$ cat src/rtl/smu_pkg.sv
package smu_pkg;

  typedef enum logic [1:0] {
    SZ_BYTE = 2'd0,
    SZ_HALF = 2'd1,
    SZ_WORD = 2'd2,
    SZ_WIDE = 2'd3
  } st_size_e;

  typedef enum logic [2:0] {
    ST_IDLE  = 3'd0,
    ST_READ  = 3'd1,
    ST_WAIT  = 3'd2,
    ST_MERGE = 3'd3,
    ST_WRITE = 3'd4
  } seq_state_e;

endpackage

$ cat src/rtl/smu_lane_map.sv
module smu_lane_map
  import smu_pkg::*;
#(
  parameter int DATA_W = 32,
  parameter int LANE_W = 8
) (
  input  st_size_e                       size_i,
  input  logic [$clog2(DATA_W/LANE_W)-1:0] off_i,
  input  logic [DATA_W-1:0]              wdata_i,
  output logic [DATA_W/LANE_W-1:0]       strobe_o,
  output logic [DATA_W-1:0]              lanes_o
);
  localparam int NLANE = DATA_W / LANE_W;
  localparam int OFF_W = $clog2(NLANE);

  // lane index i counts from the most significant lane (big-endian)
  always_comb begin
    strobe_o = '0;
    lanes_o  = '0;
    for (int i = 0; i < NLANE; i++) begin
      unique case (size_i)
        SZ_BYTE: begin
          if (off_i == OFF_W'(i)) begin
            strobe_o[NLANE-1-i] = 1'b1;
            lanes_o[(NLANE-1-i)*LANE_W +: LANE_W] = wdata_i[LANE_W-1:0];
          end
        end
        SZ_HALF: begin
          if (off_i[OFF_W-1] == (i >= NLANE/2)) begin
            strobe_o[NLANE-1-i] = 1'b1;
            lanes_o[(NLANE-1-i)*LANE_W +: LANE_W] =
              (i % 2 == 0) ? wdata_i[2*LANE_W-1:LANE_W] : wdata_i[LANE_W-1:0];
          end
        end
        default: begin
          strobe_o[NLANE-1-i] = 1'b1;
          lanes_o[(NLANE-1-i)*LANE_W +: LANE_W] = wdata_i[(NLANE-1-i)*LANE_W +: LANE_W];
        end
      endcase
    end
  end

endmodule

$ cat src/rtl/smu_merge.sv
module smu_merge #(
  parameter int DATA_W = 32,
  parameter int LANE_W = 8
) (
  input  logic [DATA_W/LANE_W-1:0] strobe_i,
  input  logic [DATA_W-1:0]        new_i,
  input  logic [DATA_W-1:0]        old_i,
  output logic [DATA_W-1:0]        word_o
);
  localparam int NLANE = DATA_W / LANE_W;

  for (genvar g = 0; g < NLANE; g++) begin : g_lane
    assign word_o[g*LANE_W +: LANE_W] =
      strobe_i[g] ? new_i[g*LANE_W +: LANE_W] : old_i[g*LANE_W +: LANE_W];
  end

endmodule

$ cat src/rtl/smu_seq.sv
module smu_seq
  import smu_pkg::*;
(
  input  logic clk,
  input  logic rst_n,
  input  logic valid_i,
  input  logic go_long_i,
  output logic idle_o,
  output logic accept_o,
  output logic read_o,
  output logic capture_o,
  output logic merge_o,
  output logic write_o
);
  seq_state_e state_q, state_d;

  always_comb begin
    state_d = state_q;
    unique case (state_q)
      ST_IDLE:  if (valid_i) state_d = go_long_i ? ST_READ : ST_WRITE;
      ST_READ:  state_d = ST_WAIT;
      ST_WAIT:  state_d = ST_MERGE;
      ST_MERGE: state_d = ST_WRITE;
      ST_WRITE: state_d = ST_IDLE;
      default:  state_d = ST_IDLE;
    endcase
  end

  always_ff @(posedge clk or negedge rst_n) begin
    if (!rst_n) state_q <= ST_IDLE;
    else        state_q <= state_d;
  end

  assign idle_o    = (state_q == ST_IDLE);
  assign accept_o  = idle_o && valid_i;
  assign read_o    = (state_q == ST_READ);
  assign capture_o = (state_q == ST_WAIT);
  assign merge_o   = (state_q == ST_MERGE);
  assign write_o   = (state_q == ST_WRITE);

endmodule

$ cat src/rtl/store_merge_unit.sv
module store_merge_unit
  import smu_pkg::*;
#(
  parameter int ADDR_W      = 16,
  parameter int DATA_W      = 32,
  parameter int LANE_W      = 8,
  parameter bit USE_STROBES = 1'b1
) (
  input  logic                     clk,
  input  logic                     rst_ni,
  input  logic                     req_valid_i,
  input  logic [1:0]               req_size_i,
  input  logic [ADDR_W-1:0]        req_addr_i,
  input  logic [DATA_W-1:0]        req_wdata_i,
  output logic                     req_ready_o,
  output logic [ADDR_W-3:0]        mem_addr_o,
  output logic                     mem_re_o,
  output logic                     mem_we_o,
  output logic [DATA_W/LANE_W-1:0] mem_be_o,
  output logic [DATA_W-1:0]        mem_wdata_o,
  input  logic [DATA_W-1:0]        mem_rdata_i
);
  localparam int NLANE = DATA_W / LANE_W;
  localparam int OFF_W = $clog2(NLANE);

  // reset: asserted asynchronously, released after two clock edges
  logic [1:0] rst_pipe_q;
  logic       rst_n;

  always_ff @(posedge clk or negedge rst_ni) begin
    if (!rst_ni) rst_pipe_q <= 2'b00;
    else         rst_pipe_q <= {rst_pipe_q[0], 1'b1};
  end
  assign rst_n = rst_pipe_q[1];

  st_size_e             size_in;
  logic [NLANE-1:0]     map_strobe;
  logic [DATA_W-1:0]    map_lanes;
  logic                 go_long;
  logic idle, accept, st_read, st_cap, st_merge, st_write;

  assign size_in = st_size_e'(req_size_i);

  smu_lane_map #(.DATA_W(DATA_W), .LANE_W(LANE_W)) u_map (
    .size_i   (size_in),
    .off_i    (req_addr_i[OFF_W-1:0]),
    .wdata_i  (req_wdata_i),
    .strobe_o (map_strobe),
    .lanes_o  (map_lanes)
  );

  assign go_long = !USE_STROBES && (map_strobe != '1);

  smu_seq u_seq (
    .clk       (clk),
    .rst_n     (rst_n),
    .valid_i   (req_valid_i),
    .go_long_i (go_long),
    .idle_o    (idle),
    .accept_o  (accept),
    .read_o    (st_read),
    .capture_o (st_cap),
    .merge_o   (st_merge),
    .write_o   (st_write)
  );

  // datapath registers with explicit enables
  logic [ADDR_W-3:0]  addr_q;
  st_size_e           size_q;
  logic [NLANE-1:0]   strobe_q;
  logic [DATA_W-1:0]  lanes_q, old_q, wdata_q, wdata_d, merged;
  logic               wdata_en;

  smu_merge #(.DATA_W(DATA_W), .LANE_W(LANE_W)) u_merge (
    .strobe_i (strobe_q),
    .new_i    (lanes_q),
    .old_i    (old_q),
    .word_o   (merged)
  );

  always_comb begin
    wdata_en = accept || st_merge;
    wdata_d  = accept ? map_lanes : merged;
  end

  always_ff @(posedge clk or negedge rst_n) begin
    if (!rst_n) begin
      addr_q   <= '0;
      size_q   <= SZ_BYTE;
      strobe_q <= '0;
      lanes_q  <= '0;
    end else if (accept) begin
      addr_q   <= req_addr_i[ADDR_W-1:OFF_W];
      size_q   <= size_in;
      strobe_q <= map_strobe;
      lanes_q  <= map_lanes;
    end
  end

  always_ff @(posedge clk or negedge rst_n) begin
    if (!rst_n)      old_q <= '0;
    else if (st_cap) old_q <= mem_rdata_i;
  end

  always_ff @(posedge clk or negedge rst_n) begin
    if (!rst_n)        wdata_q <= '0;
    else if (wdata_en) wdata_q <= wdata_d;
  end

  assign req_ready_o = idle && rst_n;
  assign mem_addr_o  = addr_q;
  assign mem_re_o    = st_read;
  assign mem_we_o    = st_write;
  assign mem_be_o    = USE_STROBES ? strobe_q : '1;
  assign mem_wdata_o = wdata_q;

  AST_WRITE_SINGLE: assert property (@(posedge clk) disable iff (!rst_n)
    mem_we_o |=> (!mem_we_o && req_ready_o));
  AST_ACCEPT_BLOCKS: assert property (@(posedge clk) disable iff (!rst_n)
    (req_valid_i && req_ready_o) |=> !req_ready_o);
  AST_READ_ADDR_HOLD: assert property (@(posedge clk) disable iff (!rst_n)
    mem_re_o |=> $stable(mem_addr_o));
  AST_NO_RD_WR_OVERLAP: assert property (@(posedge clk) disable iff (!rst_n)
    !(mem_re_o && mem_we_o));

  if (USE_STROBES) begin : g_strobe_chk
    AST_STROBE_NEXT: assert property (@(posedge clk) disable iff (!rst_n)
      (req_valid_i && req_ready_o) |=> mem_we_o);
    AST_BYTE_ONE_LANE: assert property (@(posedge clk) disable iff (!rst_n)
      (mem_we_o && size_q == SZ_BYTE) |-> ($countones(mem_be_o) == 1));
  end else begin : g_rmw_chk
    AST_READ_LEADS_WRITE: assert property (@(posedge clk) disable iff (!rst_n)
      mem_re_o |=> ##2 mem_we_o);
    AST_NO_EARLY_WRITE: assert property (@(posedge clk) disable iff (!rst_n)
      mem_re_o |=> !mem_we_o);
  end

endmodule

$ cat config.mk
export PLATFORM = sky130hd
export DESIGN_NAME = store_merge_unit
export DESIGN_NICKNAME = d
export VERILOG_FILES = /design/src/rtl/smu_pkg.sv /design/src/rtl/smu_lane_map.sv /design/src/rtl/smu_merge.sv /design/src/rtl/smu_seq.sv /design/src/rtl/store_merge_unit.sv
export SDC_FILE = /design/constraint.sdc
export NUM_CORES = 1
export LEC_CHECK = 0
export ABC_AREA = 1
export BUFFER_PORTS_ARGS = -buffer_cell sky130_fd_sc_hd__clkbuf_2
export CAP_MARGIN = 20
export CORE_MARGIN = 8
export CORE_UTILIZATION = 40
export CTS_CLUSTER_DIAMETER = 30
export DETAILED_ROUTE_END_ITERATION = 10
export SLEW_MARGIN = 20
export SYNTH_ARGS = -nofsm -noshare
export SYNTH_HDL_FRONTEND = slang
export SYNTH_SLANG_ARGS = --single-unit
export TNS_END_PERCENT = 30
$ cat constraint.sdc
create_clock -name clk -period 5.6 [get_ports clk]
set_input_delay 1.12 -clock clk [delete_from_list [all_inputs] [get_ports clk]]
set_output_delay 1.12 -clock clk [all_outputs]
set_load 0.01 [all_outputs]
==> results.txt <==
The maximum resistive drop on vdd is roughly 0.00021 V. The max capacitance violation total came out at 0. The total of hold buffers inserted after clock tree synthesis is 0. The total die area is 0.0177 mm2. The die extent in x came out at roughly 130 um. After technology mapping, the gate count stands at approximately 700. The number of distinct library cells after synthesis is 26. The final number of max-transition violations is 0. The initial standard-cell utilization of the core came out at 41.1%. After global routing the overflow that remains totals 0. In this design, the stage delay of the slowest critical-path cell is around 0.91 ns. The maximum buffer depth of the clock tree came out at 2.

For the final routed database, the setup TNS stands at 0 ns. The total of cells resized after clock tree synthesis came out at 0. Once detail routing completed, the nets flagged for antenna violations numbered 0.

The library cell used most frequently in the layout, excluding fill and tap cells, is nand2_1. The total number of yosys warnings is 0. The ratio of final minimum period to clock period came out at 53.2%. The number of antenna violations at the first check in global routing was 0. The relative slew slack came out at roughly 40%. Cells fill between 50% and 60% of the core in the end. For this design, the slowest cell found on the critical path is clkinv_2. Setup repair after global routing left no endpoint under its margin.

The number of global-route vias before repair is between 5,000 and 6,000. The count of buffers added by post-CTS timing repair for setup came out at 0. The count of buffers inserted at the top-level ports came out at 137. Data arrives at the worst endpoint at ~3.2 ns. The number of top-level design ports is ~140. Summed over all layers, the routed wires come to between 15 and 20 mm. The critical path required time came out at 5.86 ns. The residual DRC count is 0. The leakage dissipation is 0.00357 uW. The post-synthesis cell area came out at roughly 0.0055 mm2. The global-route wire length before repair came out at 26.4 mm. The clock-pin slew on the worst setup and hold paths came out at 0.05 ns. Along the worst path, the maximum fanout reaches 67. The final-stage net count came out at ~910. The setup violation total in the final timing report came out at 0. The net count of the mapped netlist is just under 800. The first routing iteration left 451 violations. The number of buffers created by CTS is 17. The highest clock frequency the design can meet is about 340 MHz.

The portion of the post-synthesis area used by sequential elements came out at a little over half. The cell sitting at the root of the clock tree is a clkbuf_16. The via-per-instance ratio came out at a little under 5. The core region is approximately 0.013 mm2. Routability-driven placement finished with a final weighted congestion of between 0.8 and 0.9. The kind of capture point of the worst setup path is a flop. The count of vias placed by the detailed router is between 4,000 and 5,000. The H-tree was split into 4 levels. The category of the worst setup path launch point is a primary input. The overall die height is about 130 um.

The power density over the cells came out at about 350 mW/mm2. The average cell area after synthesis came out at just under 8 um2. The critical path goes through clkbuf_2 > nand3_2 > buf_4 > clkinv_2 > nand2_1 > o21ai_0.

The number of clock sinks seen by CTS came out at around 120. TritonCTS built the clock tree. The number of antenna diodes in the final layout is 0.

The class of the tightest hold or removal check is flop to asynchronous set/reset pin. The clock period minus worst slack is ~3 ns. The overall power consumption is 2320 uW. Across the routed clock network, the largest skew measured is 0.00610 ns. Synthesis inferred 119 register bits. The run finished with clean final reports.

The area growth from synthesis to layout is 22.9%. Before antenna repair, the detailed router went through 5 iterations. The number of standard-cell rows in the floorplan is 42. The wire length per cell is 16.0 um. The clock latency at the later pin of the worst-skew pair came out at about 0.41 ns. The share of post-route cells with drive strength above 1 came out at a little over a fifth. The transition time at the pin with the least slew margin came out at just over 0.9 ns. The final number of hold-violating endpoints came out at 0.

The critical path is of the primary input to flop type. The total routing resource utilization after global routing is a little under a fifth. The internal reg-to-reg setup slack is around 2.9 ns. Entering global routing, the biggest net connects 73 pins. The placed wire-length estimate came out at 11.3 mm. In the layout the commonest cells are 293 x nand2_1, 137 x clkbuf_2, 118 x dfrtp_1.
-- worst max-delay path: cells and delay by family --
family,cells,cell delay [ns]
AND/OR/NAND/NOR,2,0.42
buffers and inverters,3,1.53
AO/OA/AOI/OAI,1,0.12
-- synthesized netlist by cell type --
cell type,count,area share (%)
nor3_1,3,0.27
nand3_1,34,3.1
buf_6,3,0.62
conb_1,1,0.069
o21ai_0,45,4.1
clkbuf_1,4,0.27
o21ai_1,39,3.6
dfrtp_1,119,54
o21ai_2,1,0.16
buf_4,5,0.69
o211ai_1,1,0.14
buf_2,19,1.7
inv_2,4,0.27
nand3_2,2,0.37
a21oi_1,28,2.6
clkinv_1,1,0.069
inv_1,42,2.9
o31ai_1,1,0.14
buf_1,1,0.069
nor2_2,3,0.34
nor2_1,42,2.9
nor2_4,2,0.41
buf_8,1,0.27
nand2_1,293,20
nand2_2,2,0.23
clkbuf_2,2,0.18
-- area by class of cell --
cell class | instances | area (um2)
clock buffer | 26 | 489
clock inverter | 4 | 45.0
fill | 1310 | 6580
inverter | 47 | 178
multi-input combinational | 497 | 2100
sequential | 119 | 2980
tap | 176 | 220
timing repair buffer | 139 | 701
-- sequential cells by signal (all words and copies together), names as in the netlist --
name           count
lanes_q           32
mem_wdata_o       32
old_q             32
mem_addr_o        14
mem_be_o           4
u_seq.state_q      3
rst_pipe_q         2
-- metrics by stage --
stage	hold slack (ns)	instance area [um2]	cells	setup slack, ns
after floorplan	0.331	5470	698	1.26
after global placement	0.341	6180	978	2.65
after detailed placement	0.335	6180	978	2.55
after CTS	0.346	6720	1008	2.82
after global routing	0.359	6720	1008	2.43
final	0.339	6720	1008	2.62
-- metal layers --
layer | GRT usage, % | vias to the layer above | part of all wire, %
met3 | 6.13 | 21 | 7.4
met5 | 0 | - | 0
met1 | 24.7 | 2346 | 46
met4 | 7.26 | 0 | 1.7
met2 | 28.1 | 179 | 45
li1 | - | 2435 | -
-- cell families (layout without fill, tap and decap cells) --
group / after synthesis / in the layout / share of synthesized area (%)
AO/OA/AOI/OAI: 115 / 115 / 10.7
buffers and inverters: 82 / 216 / 7.07
flip-flops: 119 / 119 / 54.4
other: 1 / 1 / 0.0686
AND/OR/NAND/NOR: 381 / 381 / 27.7
-- power by group --
group / internal [uW] / switching [uW] / leakage [uW]
Sequential: 942 / 60.2 / 0.00136
Clock: 637 / 356 / 0.000264
Combinational: 121 / 207 / 0.00195
Total: 1700 / 623 / 0.00357
-- final timing paths --
path | start | depth (start not counted) | to
max | req_valid_i | 6 | lanes_q[26]
min | rst_pipe_q[1] | 0 | mem_addr_o[5]
max reg2reg | u_seq.state_q[1] | 6 | lanes_q[26]
min reg2reg | rst_pipe_q[1] | 0 | mem_addr_o[5]
max in group asynchronous | rst_pipe_q[1] | 1 | lanes_q[0]
min in group clk | rst_pipe_q[0] | 0 | rst_pipe_q[1]
Note: power is estimated with default switching activity, not from simulation.
